[src/rtl/cpuid_pkg.sv]
package cpuid_pkg;

    localparam int WORD_W     = 32;
    localparam int VENDOR_W   = 96;
    localparam int ID_FLAG_POS = 21;
    localparam logic [WORD_W-1:0] TOP_LEAF = 32'd1;

    typedef struct packed {
        logic [WORD_W-1:0] a;
        logic [WORD_W-1:0] b;
        logic [WORD_W-1:0] c;
        logic [WORD_W-1:0] d;
    } idq_words_t;

    typedef enum logic [1:0] {
        LEAF_VENDOR = 2'd0,
        LEAF_INFO   = 2'd1,
        LEAF_NONE   = 2'd2
    } leaf_kind_t;

    function automatic leaf_kind_t classify_leaf(input logic [WORD_W-1:0] sel);
        if (sel == 32'd0)      return LEAF_VENDOR;
        else if (sel == 32'd1) return LEAF_INFO;
        else                   return LEAF_NONE;
    endfunction

    // Piece k of the text, first character in the low byte.
    function automatic logic [WORD_W-1:0] text_piece(input logic [VENDOR_W-1:0] txt,
                                                     input int k);
        logic [WORD_W-1:0] w;
        for (int i = 0; i < 4; i++) begin
            w[8*i +: 8] = txt[VENDOR_W-1-8*(4*k+i) -: 8];
        end
        return w;
    endfunction

endpackage

[src/rtl/cpuid_leaf_rom.sv]
module cpuid_leaf_rom
    import cpuid_pkg::*;
#(
    parameter logic [VENDOR_W-1:0] VENDOR_TEXT = "OpenCoreUnit",
    parameter logic [3:0] STEPPING  = 4'd3,
    parameter logic [3:0] MODEL     = 4'd2,
    parameter logic [3:0] FAMILY    = 4'd5,
    parameter logic       HAS_FPU   = 1'b1,
    parameter logic       HAS_VME   = 1'b1,
    parameter logic [4:0] MID_FEAT  = 5'd0,
    parameter logic       HAS_MCE   = 1'b1,
    parameter logic       HAS_CX8   = 1'b1,
    parameter logic       HAS_APIC  = 1'b0
) (
    input  logic [WORD_W-1:0] leaf,
    output idq_words_t        words
);
    localparam logic [WORD_W-1:0] SIG_WORD =
        {20'd0, FAMILY, MODEL, STEPPING};
    localparam logic [WORD_W-1:0] FEAT_WORD =
        {22'd0, HAS_APIC, HAS_CX8, HAS_MCE, MID_FEAT, HAS_VME, HAS_FPU};

    logic [WORD_W-1:0] piece [3];

    generate
        for (genvar k = 0; k < 3; k++) begin : g_piece
            assign piece[k] = text_piece(VENDOR_TEXT, k);
        end
    endgenerate

    always_comb begin
        words = '0;
        unique case (classify_leaf(leaf))
            LEAF_VENDOR: begin
                words.a = TOP_LEAF;
                words.b = piece[0];
                words.d = piece[1];
                words.c = piece[2];
            end
            LEAF_INFO: begin
                words.a = SIG_WORD;
                words.d = FEAT_WORD;
            end
            default: words = '0;
        endcase
    end
endmodule

[src/rtl/cpuid_timer.sv]
module cpuid_timer #(
    parameter int LAT_INFO  = 14,
    parameter int LAT_OTHER = 9
) (
    input  logic clk,
    input  logic rst,
    input  logic start,
    input  logic is_info,
    output logic busy,
    output logic finishing,
    output logic fire
);
    localparam int MAX_LAT = (LAT_INFO > LAT_OTHER) ? LAT_INFO : LAT_OTHER;
    localparam int CNT_W   = $clog2(MAX_LAT + 1);
    localparam logic [CNT_W-1:0] LOAD_INFO  = CNT_W'(LAT_INFO - 1);
    localparam logic [CNT_W-1:0] LOAD_OTHER = CNT_W'(LAT_OTHER - 1);

    logic [CNT_W-1:0] remain;

    assign finishing = busy && (remain == '0);

    always_ff @(posedge clk) begin
        if (rst) begin
            busy   <= 1'b0;
            fire   <= 1'b0;
            remain <= '0;
        end else begin
            fire <= 1'b0;
            if (busy) begin
                if (remain == '0) begin
                    busy <= 1'b0;
                    fire <= 1'b1;
                end else begin
                    remain <= remain - 1'b1;
                end
            end else if (start) begin
                busy   <= 1'b1;
                remain <= is_info ? LOAD_INFO : LOAD_OTHER;
            end
        end
    end
endmodule

[src/rtl/cpuid_flag_reg.sv]
module cpuid_flag_reg (
    input  logic clk,
    input  logic rst,
    input  logic wr_en,
    input  logic wr_bit,
    output logic flag
);
    always_ff @(posedge clk) begin
        if (rst)        flag <= 1'b0;
        else if (wr_en) flag <= wr_bit;
    end
endmodule

[src/rtl/cpuid_unit.sv]
module cpuid_unit
    import cpuid_pkg::*;
#(
    parameter logic [VENDOR_W-1:0] VENDOR_TEXT = "OpenCoreUnit",
    parameter logic [3:0] STEPPING  = 4'd3,
    parameter logic [3:0] MODEL     = 4'd2,
    parameter logic [3:0] FAMILY    = 4'd5,
    parameter logic       HAS_FPU   = 1'b1,
    parameter logic       HAS_VME   = 1'b1,
    parameter logic [4:0] MID_FEAT  = 5'd0,
    parameter logic       HAS_MCE   = 1'b1,
    parameter logic       HAS_CX8   = 1'b1,
    parameter logic       HAS_APIC  = 1'b0,
    parameter int         LAT_INFO  = 14,
    parameter int         LAT_OTHER = 9
) (
    input  logic        clk,
    input  logic        rst,
    input  logic        req_valid,
    input  logic [31:0] req_leaf,
    input  logic        flag_wr_en,
    input  logic        flag_wr_bit,
    output logic        id_flag,
    output logic        busy,
    output logic        done,
    output logic [31:0] res_a,
    output logic [31:0] res_b,
    output logic [31:0] res_c,
    output logic [31:0] res_d
);
    logic              accept;
    logic              finishing;
    logic [WORD_W-1:0] leaf_q;
    idq_words_t        decoded;
    idq_words_t        out_q;

    assign accept = req_valid && !busy;

    always_ff @(posedge clk) begin
        if (rst)         leaf_q <= '0;
        else if (accept) leaf_q <= req_leaf;
    end

    cpuid_leaf_rom #(
        .VENDOR_TEXT(VENDOR_TEXT), .STEPPING(STEPPING), .MODEL(MODEL),
        .FAMILY(FAMILY), .HAS_FPU(HAS_FPU), .HAS_VME(HAS_VME),
        .MID_FEAT(MID_FEAT), .HAS_MCE(HAS_MCE), .HAS_CX8(HAS_CX8),
        .HAS_APIC(HAS_APIC)
    ) u_rom (
        .leaf  (leaf_q),
        .words (decoded)
    );

    cpuid_timer #(.LAT_INFO(LAT_INFO), .LAT_OTHER(LAT_OTHER)) u_timer (
        .clk       (clk),
        .rst       (rst),
        .start     (accept),
        .is_info   (classify_leaf(req_leaf) == LEAF_INFO),
        .busy      (busy),
        .finishing (finishing),
        .fire      (done)
    );

    cpuid_flag_reg u_flag (
        .clk    (clk),
        .rst    (rst),
        .wr_en  (flag_wr_en),
        .wr_bit (flag_wr_bit),
        .flag   (id_flag)
    );

    always_ff @(posedge clk) begin
        if (rst)            out_q <= '0;
        else if (finishing) out_q <= decoded;
    end

    assign res_a = out_q.a;
    assign res_b = out_q.b;
    assign res_c = out_q.c;
    assign res_d = out_q.d;
endmodule

[config.mk]
export PLATFORM = sky130hd
export DESIGN_NAME = cpuid_unit
export DESIGN_NICKNAME = d
export VERILOG_FILES = /design/src/rtl/cpuid_pkg.sv /design/src/rtl/cpuid_leaf_rom.sv /design/src/rtl/cpuid_timer.sv /design/src/rtl/cpuid_flag_reg.sv /design/src/rtl/cpuid_unit.sv
export SDC_FILE = /design/constraint.sdc
export NUM_CORES = 1
export LEC_CHECK = 0
export BUFFER_PORTS_ARGS = -buffer_cell sky130_fd_sc_hd__buf_2
export CORE_MARGIN = 4
export CORE_UTILIZATION = 47
export CTS_CLUSTER_SIZE = 20
export DETAILED_ROUTE_END_ITERATION = 7
export PLACE_DENSITY = 0.93
export SKIP_CTS_REPAIR_TIMING = 1
export SYNTH_ARGS = -nofsm -noshare
export SYNTH_HDL_FRONTEND = slang
export SYNTH_SLANG_ARGS = --single-unit
[constraint.sdc]
create_clock -name clk -period 5.56 [get_ports clk]
set_input_delay 1.668 -clock clk [delete_from_list [all_inputs] [get_ports clk]]
set_output_delay 1.668 -clock clk [all_outputs]
set_load 0.01 [all_outputs]
==> metrics.yaml <==
outcome: "finished clean"
placed_cells: 437
antenna_cells: 0
via_count: 1983
drv_cap: 0
start_util: 0.4849
synth_largest_area_cell: "buf_4"
preCtsSetupSlack_ns: 2.438
io_buffer_count: 96
cpPeakStageDelay_ns: 1.00
finalWorstPathRequiredPeriod_ns: 3.252
clockRootBuffer: "clkbuf_8"
coreArea_mm2: 0.005507
final_area_mm2: 0.002590
tightestPinTransition_ns: 1.212
min_to: "leaf_q[17]$_SDFFE_PP0P_"
cellLeakagePower_nw: 1.328
die_y_um: 83.37
reg2reg_slack_ns: 3.55
path_depth: 1
worst_path_max_delay_cell: "dfxtp_1"
rows: 27
reg2reg_depth: 3
hold_viol_final: 0
synth_area_mm2: 0.002670
via_per_inst: 4.456
r2r-end: "leaf_q[16]$_SDFFE_PP0P_"
nets: 411
ys.flop_type: "dfxtp_1"
ir_worst_vdd_uv: 180.0
synth-seq-cells: 42
cp.arrival_ns: 1.58
utilization: 0.4703
synth.distinct_cells: 29
ys_top_cells_by_area: "buf_4, dfxtp_1, nand2_1"
areaGrowthSynthToFinish_pct: -2.999
setup_ws_ns: 2.308
cp_top_family: "flip-flops"
path_buf_inv: 1
avgRoutedWirePerCell_um: 11.15
synth_top_cell_area_share: 0.3515
ant_nets: 0
critPathLaunchType: "flop"
cts_buffer_depth: 2
first_global_vias: 1681
num-fill-cells: 524
final_cells: 445
place.gp.congestion: 0.8020
yosys-top-cells-count: "buf_4, nand2_1, dfxtp_1, a21oi_1, clkbuf_1"
clock_latency_ns: 0.29
worstPathRequired_ns: 3.89
clock-sinks: 42
end_kind: "output port"
crit_chain: "buf_2"
grt_max_degree: 50
setup_viol: 0
cts_tree: "done"
yosysSeqAreaShare: 0.3149
cellPowerDensity_mw_per_mm2: 251.2
synthCells: 339
rr_startpoint: "u_timer.busy$_SDFF_PP0_"
drt_iter0_markers: 54
grt-ovfl-total: 0
maxSlewHeadroom: 0.1919
drive_above_1_share: 0.2949
synthArstFlopShare: 0
drt_wl_total_um: 4961
drc_errors: 0
syn_area_per_cell_um2: 7.876
grt_usage: 0.1337
clk_pin_slew_ns: 0.07
placed_area_mm2: 0.002495
fin_crit_sh: 0.5848
ioPinCount: 168
slew_violations: 0
fin_setup_tns_ns: 0
first_pass_iters: 4
htreeDepth: 2
yosysMostFrequentCell: "buf_4"
fin_skew_ns: 0.006195
rsz0062_at_grt: "false"
hold_depth: 2
dpl.hpwl_um: 3875
critPathMaxFanout: 49
min_from: "leaf_q[17]$_SDFFE_PP0P_"
die-width_um: 83.37
yosys_warnings: 0
hold_path_class: "reg2reg"
synth_edf_count: 0
dieArea_mm2: 0.006951
critical_path_class: "reg2out"
antenna_found_initial: 0
grt_pass1_wl_um: 7700
cts_buffers: 5
max_freq_mhz: 307.5
==> how the worst max path moves through the flow <==
stage / start / endpoint / slack, ns
after floorplan: res_c[29]$_SDFFE_PP0P_ / res_b[12] / 2.52
after global placement: req_valid / leaf_q[6]$_SDFFE_PP0P_ / 2.52
after detailed placement: req_valid / leaf_q[0]$_SDFFE_PP0P_ / 2.44
after CTS: res_c[29]$_SDFFE_PP0P_ / res_b[1] / 2.21
after global routing: res_c[29]$_SDFFE_PP0P_ / res_b[6] / 1.95
final: res_c[29]$_SDFFE_PP0P_ / res_d[13] / 2.31
==> state kept, by name, indices dropped and copies added, names as in the netlist <==
name            count
leaf_q             32
u_timer.remain      4
res_d               2
res_c               1
u_flag.flag         1
u_timer.busy        1
u_timer.fire        1
==> cells in the final DEF (no fill, tap or decap), drive strengths merged, types with 3 or more instances in the layout <==
master and instances:
conb 71, buf 96, clkbuf 6, nand4 3
a21oi 38, nor2 5, nand2 68, inv 3
nor4 13, dfxtp 42, nor3 4
==> final cells by class <==
type / instances / area, um2 / share of cell area
clock inverter: 2 / 12.51 / 0.004831
timing repair buffer: 96 / 480.5 / 0.1855
multi-input combinational: 224 / 1072 / 0.4140
sequential: 42 / 840.8 / 0.3246
tap: 72 / 90.09 / 0.03478
inverter: 3 / 11.26 / 0.004348
clock buffer: 6 / 82.58 / 0.03188
==> kinds of logic (layout without fill, tap and decap cells) <==
logic type | Yosys count | in the layout | share of synthesized area
AOI/OAI and AO/OA | 45 | 45 | 0.09044
other | 1 | 71 | 0.001404
adders and majority gates | 2 | 2 | 0.009371
buffers and inverters | 143 | 107 | 0.3828
muxes | 2 | 2 | 0.007498
DFF | 42 | 42 | 0.3149
and+or+nand+nor | 104 | 104 | 0.1935
==> power by group <==
| part | total [mW] | leakage [nW] | internal (mW) | switching, mW |
|---|---|---|---|---|
| clock | 0.199 | 0.0472 | 0.0997 | 0.0995 |
| sequential | 0.335 | 0.345 | 0.320 | 0.0144 |
| combinational | 0.117 | 0.936 | 0.0407 | 0.0760 |
| total | 0.651 | 1.33 | 0.461 | 0.190 |
==> worst reg2reg max path, delay by kind of cell (launching register included) <==
family	cells	cell delay (ns)
DFF	1	0.58
and+or+nand+nor	2	1.14
AOI/OAI and AO/OA	1	0.21
==> per-stage QoR <==
step	total power, mW	hold WS (ns)
3_3_place_gp	0.4516	0.4437
5_1_grt	0.6849	0.4740
4_1_cts	0.6544	0.4590
2_1_floorplan	0.4663	0.4360
6_report	0.6506	0.4567
3_5_place_dp	0.4561	0.4478
==> metal layers <==
layer / share of wire / global-route usage / vias to the layer above
met3: 0.12 / 0.03869 / 5
met1: 0.36 / 0.1413 / 878
li1: - / - / 978
met5: 0 / 0 / -
met4: 0.0093 / 0.05349 / 0
met2: 0.51 / 0.2464 / 122
Note: power is estimated with default switching activity, not from simulation.
